--- src/rtl/coh_exec_update.sv ---
module coh_exec_update #(
  parameter int WAYS    = 4,
  parameter int TAG_W   = 8,
  parameter int SET_W   = 4,
  parameter int OFF_W   = 3,
  parameter int STATE_W = 3,
  parameter int MSHR_W  = 3,
  localparam int WAY_W  = $clog2(WAYS),
  localparam int ADDR_W = TAG_W + SET_W + OFF_W
) (
  input  logic                    clk,
  input  logic                    rst_n,
  input  logic                    req_valid,
  input  logic [ADDR_W-1:0]       req_addr,
  input  logic                    pr_write_data,
  input  logic                    pr_update_priv,
  input  logic                    pr_next_stable,
  input  logic                    pr_send_data,
  input  logic                    pr_mshr_alloc,
  input  logic                    pr_mshr_update,
  input  logic                    pr_mshr_release,
  input  logic [STATE_W-1:0]      pr_next_state,
  input  logic [WAYS*TAG_W-1:0]   snoop_tags,
  input  logic [WAYS-1:0]         snoop_can_read,
  input  logic [WAYS-1:0]         snoop_can_write,
  input  logic [WAYS*STATE_W-1:0] snoop_states,
  input  logic                    snoop_hit,
  input  logic [WAY_W-1:0]        snoop_hit_way,
  input  logic [WAY_W-1:0]        lru_way,
  input  logic                    mshr_hit,
  input  logic [MSHR_W-1:0]       mshr_hit_idx,
  input  logic [MSHR_W-1:0]       mshr_free_idx,
  output logic                    repl_o,
  output logic [ADDR_W-1:0]       victim_addr_o,
  output logic [STATE_W-1:0]      victim_state_o,
  output logic                    dc_valid_o,
  output logic [1:0]              dc_cmd_o,
  output logic [WAY_W-1:0]        dc_way_o,
  output logic                    cs_wen_o,
  output logic [SET_W-1:0]        cs_set_o,
  output logic [WAY_W-1:0]        cs_way_o,
  output logic [STATE_W-1:0]      cs_state_o,
  output logic                    fwd_valid_o,
  output logic [SET_W-1:0]        fwd_set_o,
  output logic [WAY_W-1:0]        fwd_way_o,
  output logic                    mshr_wen_o,
  output logic [MSHR_W-1:0]       mshr_idx_o,
  output logic                    mshr_wait_evict_o
);

  localparam logic [1:0] CMD_INFO      = 2'b00;
  localparam logic [1:0] CMD_INFO_DATA = 2'b01;
  localparam logic [1:0] CMD_REPL      = 2'b10;

  logic [SET_W-1:0]   req_set;
  logic [TAG_W-1:0]   lru_tag;
  logic [STATE_W-1:0] lru_state;
  logic               victim_ok;
  logic               do_repl;
  logic [WAY_W-1:0]   tgt_way;
  logic [1:0]         cmd;

  assign req_set   = req_addr[OFF_W +: SET_W];
  assign lru_tag   = snoop_tags[lru_way*TAG_W +: TAG_W];
  assign lru_state = snoop_states[lru_way*STATE_W +: STATE_W];
  assign victim_ok = snoop_can_read[lru_way] | snoop_can_write[lru_way];
  assign do_repl   = req_valid & pr_write_data & ~snoop_hit & victim_ok;
  assign tgt_way   = snoop_hit ? snoop_hit_way : lru_way;
  assign cmd       = do_repl ? CMD_REPL : (pr_write_data ? CMD_INFO_DATA : CMD_INFO);

  always_ff @(posedge clk or negedge rst_n) begin
    if (!rst_n) begin
      repl_o            <= 1'b0;
      victim_addr_o     <= '0;
      victim_state_o    <= '0;
      dc_valid_o        <= 1'b0;
      dc_cmd_o          <= CMD_INFO;
      dc_way_o          <= '0;
      cs_wen_o          <= 1'b0;
      cs_set_o          <= '0;
      cs_way_o          <= '0;
      cs_state_o        <= '0;
      fwd_valid_o       <= 1'b0;
      fwd_set_o         <= '0;
      fwd_way_o         <= '0;
      mshr_wen_o        <= 1'b0;
      mshr_idx_o        <= '0;
      mshr_wait_evict_o <= 1'b0;
    end else begin
      repl_o            <= do_repl;
      victim_addr_o     <= {lru_tag, req_set, {OFF_W{1'b0}}};
      victim_state_o    <= lru_state;
      dc_valid_o        <= req_valid & ((pr_update_priv & snoop_hit) | pr_write_data);
      dc_cmd_o          <= cmd;
      dc_way_o          <= tgt_way;
      cs_wen_o          <= req_valid & pr_next_stable & (snoop_hit | pr_write_data);
      cs_set_o          <= req_set;
      cs_way_o          <= tgt_way;
      cs_state_o        <= pr_next_state;
      fwd_valid_o       <= req_valid & pr_send_data;
      fwd_set_o         <= req_set;
      fwd_way_o         <= snoop_hit_way;
      mshr_wen_o        <= req_valid & (pr_mshr_alloc | pr_mshr_update | pr_mshr_release | do_repl);
      mshr_idx_o        <= mshr_hit ? mshr_hit_idx : mshr_free_idx;
      mshr_wait_evict_o <= do_repl;
    end
  end

  assert_hit_never_evicts_R1: assert property (@(posedge clk) disable iff (!rst_n)
    (req_valid && snoop_hit) |=> !repl_o);

  assert_victim_offset_zero_R2: assert property (@(posedge clk) disable iff (!rst_n)
    repl_o |-> (victim_addr_o[OFF_W-1:0] == '0));

  assert_repl_cmd_R3: assert property (@(posedge clk) disable iff (!rst_n)
    repl_o |-> (dc_valid_o && dc_cmd_o == CMD_REPL));

  assert_cmd_legal_R3: assert property (@(posedge clk) disable iff (!rst_n)
    dc_cmd_o != 2'b11);

  assert_repl_prealloc_R8: assert property (@(posedge clk) disable iff (!rst_n)
    repl_o |-> (mshr_wen_o && mshr_wait_evict_o));

  assert_wait_evict_only_repl_R8: assert property (@(posedge clk) disable iff (!rst_n)
    mshr_wait_evict_o |-> repl_o);

  assert_bubble_quiet_R9: assert property (@(posedge clk) disable iff (!rst_n)
    !req_valid |=> !(repl_o || dc_valid_o || cs_wen_o || fwd_valid_o || mshr_wen_o));

endmodule

--- config.mk ---
export PLATFORM = sky130hd
export DESIGN_NAME = coh_exec_update
export DESIGN_NICKNAME = d
export VERILOG_FILES = /design/src/rtl/coh_exec_update.sv
export SDC_FILE = /design/constraint.sdc
export NUM_CORES = 1
export LEC_CHECK = 0
export CORE_ASPECT_RATIO = 0.9
export CORE_UTILIZATION = 28
export CTS_CLUSTER_DIAMETER = 50
export CTS_CLUSTER_SIZE = 40
export DETAILED_ROUTE_END_ITERATION = 8
export PLACE_DENSITY = 0.86
export SLEW_MARGIN = 20
export SYNTH_ARGS = -nofsm -noshare
export SYNTH_HDL_FRONTEND = slang
export SYNTH_SLANG_ARGS = --single-unit
--- constraint.sdc ---
create_clock -name clk -period 0.8 [get_ports clk]
set_input_delay 0.16 -clock clk [delete_from_list [all_inputs] [get_ports clk]]
set_output_delay 0.16 -clock clk [all_outputs]
set_load 0.01 [all_outputs]
# Yosys cells after proc, flatten, opt, wreduce, memory -nomap -nowiden
# Cells that the tools add are included.
# totals
ff_bits,36
inputBits,92
# op_classes
n_bitwise,16
order_cmp,1
n_mul,1
mux,8
shifts,2
# ops
cell,n
indexed part select 32 x 6 -> 8 bit,1
indexed part select 12 x 5 -> 3 bit,1
AND 1 bit,9
OR 1 bit,6
binary-select mux 1 bit (select 2 bit),2
multiplier 2 x 2 -> 4 bit (second input constant),1
2-to-1 mux 2 bit,2
less-than comparator 2 x 3 -> 1 bit (second input constant),1
2-to-1 mux 1 bit,3
2-to-1 mux 3 bit,1
inverter 1 bit,1

# Longest topological paths before layout
# Gate-level depths: netlist of the first run.
# depth
ltp_word,6
ltp_mapped,3
mapped_depth_nobuf,3

# Worst setup path before layout of the first run
# Ideal clock, no wire load.
# synth_path
path_kind,input -> register
startpoint,input port snoop_can_read[3]
endpoint,register dc_cmd_o[0]
required_time_ns,0.676
n_path_buf,0
path_stages,3
slack_ns,-0.229
t_arrival_ns,0.905
cell_sequence,nor2_1 mux4_2 o31a_1
# synth_via
elab_chain_cells,5
# synth_lines
element,line,source
"start, declared",24,"input logic [WAYS-1:0] snoop_can_read,"
binary-select mux 1 bit (select 2 bit),66,assign victim_ok = snoop_can_read[lru_way] | snoop_can_write[lru_way];
2-to-1 mux 1 bit (implied by the code),66,
OR 1 bit,66,
AND 1 bit,67,assign do_repl = req_valid & pr_write_data & ~snoop_hit & victim_ok;
2-to-1 mux 2 bit,69,assign cmd = do_repl ? CMD_REPL : (pr_write_data ? CMD_INFO_DATA : CMD_INFO);
net cmd[0],61,logic [1:0] cmd;
"end signal, assigned",94,dc_cmd_o <= cmd;
"end, declared",37,"output logic [1:0] dc_cmd_o,"
# The timed path passes the listed nets, and every way through them passes these cells. The select of a mux whose other input is x is not followed.

==> out/qor.yml, run 1 <==
power_and_ir_drop:
  finalPower_uw: 4112
  ir_drop_uv: 803.2
  p_leak_uw: 0.001211
  power_density_mw_per_mm2: 1657
clock_tree:
  clock-sinks: 31
  post_cts_buffers: 0
  postCtsHoldBufs: 0
  cts-root-buf: "clkbuf_8"
  clockBufferDepth: 2
  h-tree-depth: 2
  clkTransAtPathRegs_ns: 0.07
  cts_inserted_buffers: 5
  cts_tree: "built"
critical_path:
  crit_required_ns: 0.64
  end_kind: "primary output"
  critPathLaunchType: "register"
  path_cells: "buf_2"
  cp_num_buf_inv: 1
  cp_max_fo: 3
  cpLargestDelayFamily: "flip-flops"
  critPathMaxStageDelay_ns: 0.41
  worst-setup-path-type: "reg -> out"
  worstPathArrival_ns: 0.84
  cp.depth: 1
  crit_slowest_cell: "dfrtp_1"
yosys:
  synth-edff-count: 0
  synth-seq-cells: 31
  synthArstFlopShare: 1.000
  synth.top_cell.area_share: 0.5882
  synth_ff_type: "dfrtp_1"
  syn_avg_cell_area_um2: 16.28
  synth_area_leaders: "dfrtp_1, mux4_2, buf_4"
  synth.most_common_cell: "dfrtp_1"
  netlist_top_cells_count: "dfrtp_1, buf_4, mux4_2, mux2_2, nor2_1"
  yosysSeqAreaShare: 0.5882
  syn-cell-area_mm2: 0.001319
  synth_cells: 81
  netlist-cell-type-count: 18
  synth_warnings: 0
  synth_top_cell_by_area: "dfrtp_1"
floorplanning:
  die_h_um: 67.11
  die_w_um: 74.34
  pin_count: 138
  design.core.area_mm2: 0.004489
  fp.dieArea_mm2: 0.004989
  num_rows: 23
  initial_core_util: 0.2938
grt:
  antenna_found_initial: 0
  grt_pass1_vias: 1186
  grt_pass1_wl_mm: 5.644
  grt_max_degree: 32
  grt-ovfl-total: 0
  grt_util_all_layers: 0.1578
timing:
  hold_viol: 0
  fin_ws_ns: -0.2012
  setup_viol: 45
  fin_crit_ns: 1.001
  max_freq_ghz: 0.9988
  rsz0062_at_grt: "yes"
  final.setup.tns_ns: -6.584
  final-max-slew-violation-count: 0
  finalCritPeriodShare: 1.252
layout:
  drive_gt1_frac: 0.4461
  multiInputGateArea_um2: 444.2
  nFillCells: 451
  fin_nets: 295
  diodes: 0
  final-seq-area_um2: 775.7
  final_cell_count_no_fill: 266
  syn2layout_area_growth_pct: 88.14
  final_area_mm2: 0.002481
hold_path:
  hold_path.class: "in -> async"
routing:
  vias_per_cell: 4.350
  drc: 0
  wire_per_inst_um: 14.53
  routed-via-count: 1157
  wirelength_mm: 3.865
  ant_nets: 0
  drt-initial-drc-count: 18
  firstDrtPassIters: 3
place:
  port_buffers: 123
  place_area_mm2: 0.002584
  routabilityCongestion: 0.7299
  hpwl_mm: 3.184
  dp_cells: 258
outcome:
  violations: "negative setup slack"
  status: "finished with violations"
flow_run:
  maxCapViolCount: 0
-- placed cells by master, fill, tap and decap left out, drive strengths merged, types with 2 or more instances in the layout --
cell | netlist | routed
nor2 | 5 | 5
conb | 1 | 3
o31ai | 2 | 2
clkinv | 0 | 2
buf | 17 | 60
dlygate4sd2 | 0 | 49
mux4 | 12 | 12
dfrtp | 31 | 31
clkdlybuf4s50 | 0 | 21
mux2 | 5 | 5
clkbuf | 1 | 5
-- state kept, by name (all words and copies together), names as in the netlist --
signal          flops
dc_valid_o          1
cs_way_o            2
mshr_idx_o          3
dc_cmd_o            2
fwd_way_o           2
fwd_valid_o         1
mshr_wen_o          1
fwd_set_o           3
victim_addr_o       9
cs_wen_o            1
cs_state_o          3
victim_state_o      3
-- layout make-up --
type                       count  share of cell area
tap                           62             0.03127
sequential                    31              0.3127
inverter                       1            0.001513
clock buffer                   5             0.02774
multi-input combinational     33              0.1790
timing repair buffer         131              0.4302
clock inverter                 3             0.01765
-- cell families after synthesis --
group / share of synthesized area
simple gates: 0.02561
buf+inv: 0.09962
other cells: 0.002844
flops: 0.5882
compound gates: 0.03321
mux: 0.2505
-- final timing paths --
check	start	end	slack (ns)
max	fwd_set_o[1]	cs_set_o[1]	-0.20
min	rst_n	dc_valid_o	0.24
max in group asynchronous	rst_n	fwd_set_o[1]	0.40
min in group clk	pr_write_data	dc_cmd_o[1]	0.24
-- per-stage QoR --
step	utilization	setup slack, ns	hold WS [ns]
3_3_place_gp	0.5755	-0.8141	0.5429
2_1_floorplan	-	-0.2239	-0.1356
3_5_place_dp	0.5755	-0.8297	0.5455
4_1_cts	0.5465	-0.2176	0.2361
5_1_grt	0.5527	-0.2332	0.2386
6_report	0.5527	-0.2012	0.2377
-- routing by layer --
metal  wire length (um)  track usage  up-vias
met2               2016       0.2830       97
met4                 55      0.05896        0
met5                  0            0        -
met1               1274       0.1637      540
li1                   -            -      516
met3                518      0.06657        4
-- power by group --
part	switching [uW]	total [uW]	internal [uW]
Combinational	330	873	543
Sequential	41.9	1730	1680
Clock	588	1510	926
Total	960	4110	3150
-- timing repair --
action	in CTS	in global routing
pin swaps	5	1
endpoints found under the setup margin	64	47
endpoints found under the hold margin	0	0
gates resized for setup	267	5
No activity file was read; power rests on OpenSTA's default activity.
==> run 2, diff against run 1 <==
--- a/config.mk
+++ b/config.mk
@@ -6,11 +6,13 @@
 export NUM_CORES = 1
 export LEC_CHECK = 0
 export CORE_ASPECT_RATIO = 0.9
-export CORE_UTILIZATION = 28
+export CORE_MARGIN = 3
+export CORE_UTILIZATION = 55
 export CTS_CLUSTER_DIAMETER = 50
 export CTS_CLUSTER_SIZE = 40
 export DETAILED_ROUTE_END_ITERATION = 8
-export PLACE_DENSITY = 0.86
+export DONT_BUFFER_PORTS = 1
+export PLACE_DENSITY = 0.77
 export SLEW_MARGIN = 20
 export SYNTH_ARGS = -nofsm -noshare
 export SYNTH_HDL_FRONTEND = slang
==> run 2 against run 1 <==
The run ends with negative hold slack, negative setup slack left; hold slack worse by 0.70 ns; sequential cell count stayed put; cell area is 39% lower; highest routed layer unchanged.
==> out/qor.yml, run 2 (synthesized netlist as in run 1, its figures left out) <==
power_and_ir_drop:
  ir_drop_uv: 1509  # +88%
  p_leak_uw: 0.0006362  # -47%
  power_density_mw_per_mm2: 1914  # +15%
routing:
  routed-via-count: 745  # -36%
  drc: 0  # unchanged
  ant_nets: 0  # unchanged
  vias_per_cell: 6.107  # +40%
  drt-initial-drc-count: 18  # unchanged
  wire_per_inst_um: 22.80  # +57%
  firstDrtPassIters: 4  # +1
  wirelength_mm: 2.781  # -28%
outcome:
  status: "finished with violations"
  violations: "negative hold slack, negative setup slack"
place:
  hpwl_mm: 2.007  # -37%
  place_ws_ns: -0.2571  # +0.5726 ns
  port_buffers: 0  # -100%
  dp_cells: 92  # -64%
  routabilityCongestion: 0.6676  # -8.5%
grt:
  grt_pass1_vias: 829  # -30%
  antenna_found_initial: 0  # unchanged
  grt_util_all_layers: 0.1834  # +0.02568
  grt_pass1_wl_mm: 3.926  # -30%
  grt-ovfl-total: 0  # unchanged
  grt_max_degree: 32  # unchanged
critical_path:
  worstPathArrival_ns: 0.79  # -0.05 ns
  crit_required_ns: 0.64  # about the same
  worst-setup-path-type: "reg -> out"
  cp_max_fo: 3  # unchanged
  critPathLaunchType: "register"
  end_kind: "primary output"
clock_tree:
  cts-root-buf: "clkbuf_4"
  h-tree-depth: 2  # unchanged
  cts_inserted_buffers: 5  # unchanged
  clkTransAtPathRegs_ns: 0.09  # +0.02 ns
  post_cts_buffers: 0  # unchanged
  cts_tree: "built"
  clock-sinks: 31  # unchanged
  clockBufferDepth: 2  # unchanged
layout:
  final_common_cell: "dfrtp_1"
  top_register: "victim_addr_o"
  final_cell_count_no_fill: 122  # -54%
  largest_reg_flops: 9  # unchanged
  diodes: 0  # unchanged
  final-seq-area_um2: 784.5  # +1.1%
  multiInputGateArea_um2: 422.9  # -4.8%
  drive_gt1_frac: 0.3368  # -0.1092
  fin_nets: 186  # -37%
  mostFrequentLayoutCells: "dfrtp_1, dlygate4sd3_1, mux4_2"
  syn2layout_area_growth_pct: 15.09
  nFillCells: 137  # -70%
floorplanning:
  die_h_um: 52.46  # -22%
  design.core.area_mm2: 0.002222  # -51%
  initial_core_util: 0.5935  # +0.2997
  num_rows: 16  # -30%
  die_w_um: 57.62  # -22%
  fp.dieArea_mm2: 0.003022  # -39%
  pin_count: 138  # unchanged
timing:
  hold_slack_ns: -0.4659  # -0.7036 ns
  final-max-slew-violation-count: 0  # unchanged
  finalCritPeriodShare: 1.183  # -0.06820
  fin_crit_ns: 0.9466  # -0.05456 ns
  setup_viol: 43  # -4.4%
  rsz0062_at_grt: "yes"
  hold_viol: 34  # +34
  fin_ws_ns: -0.1466  # +0.05456 ns
  max_freq_ghz: 1.056  # +5.8%
hold_path:
  hold_path.class: "in -> async"
flow_run:
  maxCapViolCount: 0  # unchanged
run 2: area by class of cell:
cell class / instances / area share
Tap cell: 27 / 0.02226
Sequential cell: 31 / 0.5169
Timing Repair Buffer: 22 / 0.1467
Inverter: 1 / 0.002473
Multi-Input combinational cell: 33 / 0.2786
Clock inverter: 1 / 0.003298
Clock buffer: 7 / 0.02968
run 2: per-stage QoR:
step | instance area (um2) | total power (uW) | utilization | TNS, ns
final | 1518 | 2904 | 0.6830 | -4.571
after global routing | 1518 | 3046 | 0.6830 | -6.406
after CTS | 1505 | 2940 | 0.6774 | -5.598
after detailed placement | 1236 | 2034 | 0.5563 | -0.5774
after global placement | 1236 | 2024 | 0.5563 | -0.5540
after floorplan | 1344 | 2083 | - | -1.335
run 2: report_power, final:
part / internal, uW / total (uW) / switching [uW]
Clock: 342 / 808 / 465
Combinational: 204 / 271 / 66.9
Sequential: 1690 / 1830 / 139
run 2: final timing paths:
| kind | start | to | cells past startpoint |
|---|---|---|---|
| setup / recovery | fwd_set_o[1] | cs_set_o[1] | 0 |
| min in group clk | snoop_hit | dc_cmd_o[1] | 1 |
| max in group asynchronous | rst_n | fwd_set_o[2] | 0 |
| hold / removal | rst_n | victim_addr_o[11] | 0 |
run 2: routing by layer:
| metal | track usage | vias to the layer above | share of wire |
|---|---|---|---|
| li1 | - | 299 | - |
| met2 | 0.3308 | 77 | 0.55 |
| met1 | 0.1877 | 365 | 0.31 |
| met3 | 0.06650 | 4 | 0.13 |
| met4 | 0.08880 | 0 | 0.013 |
| met5 | 0 | - | 0 |
run 2: repair_timing:
action	4_1_cts	5_1_grt
resized for setup	7	1
setup endpoints to repair	43	44
hold buffers	21	1
endpoints found under the hold margin	51	41
pin swaps	0	0
==> run 3, diff against run 2 <==
--- a/config.mk
+++ b/config.mk
@@ -8,12 +8,10 @@
 export CORE_ASPECT_RATIO = 0.9
 export CORE_MARGIN = 3
 export CORE_UTILIZATION = 55
-export CTS_CLUSTER_DIAMETER = 50
 export CTS_CLUSTER_SIZE = 40
 export DETAILED_ROUTE_END_ITERATION = 8
 export DONT_BUFFER_PORTS = 1
 export PLACE_DENSITY = 0.77
-export SLEW_MARGIN = 20
 export SYNTH_ARGS = -nofsm -noshare
 export SYNTH_HDL_FRONTEND = slang
 export SYNTH_SLANG_ARGS = --single-unit
==> results of run 3 <==
Same layout as run 2: the final DEF is identical, and so are final timing and power.
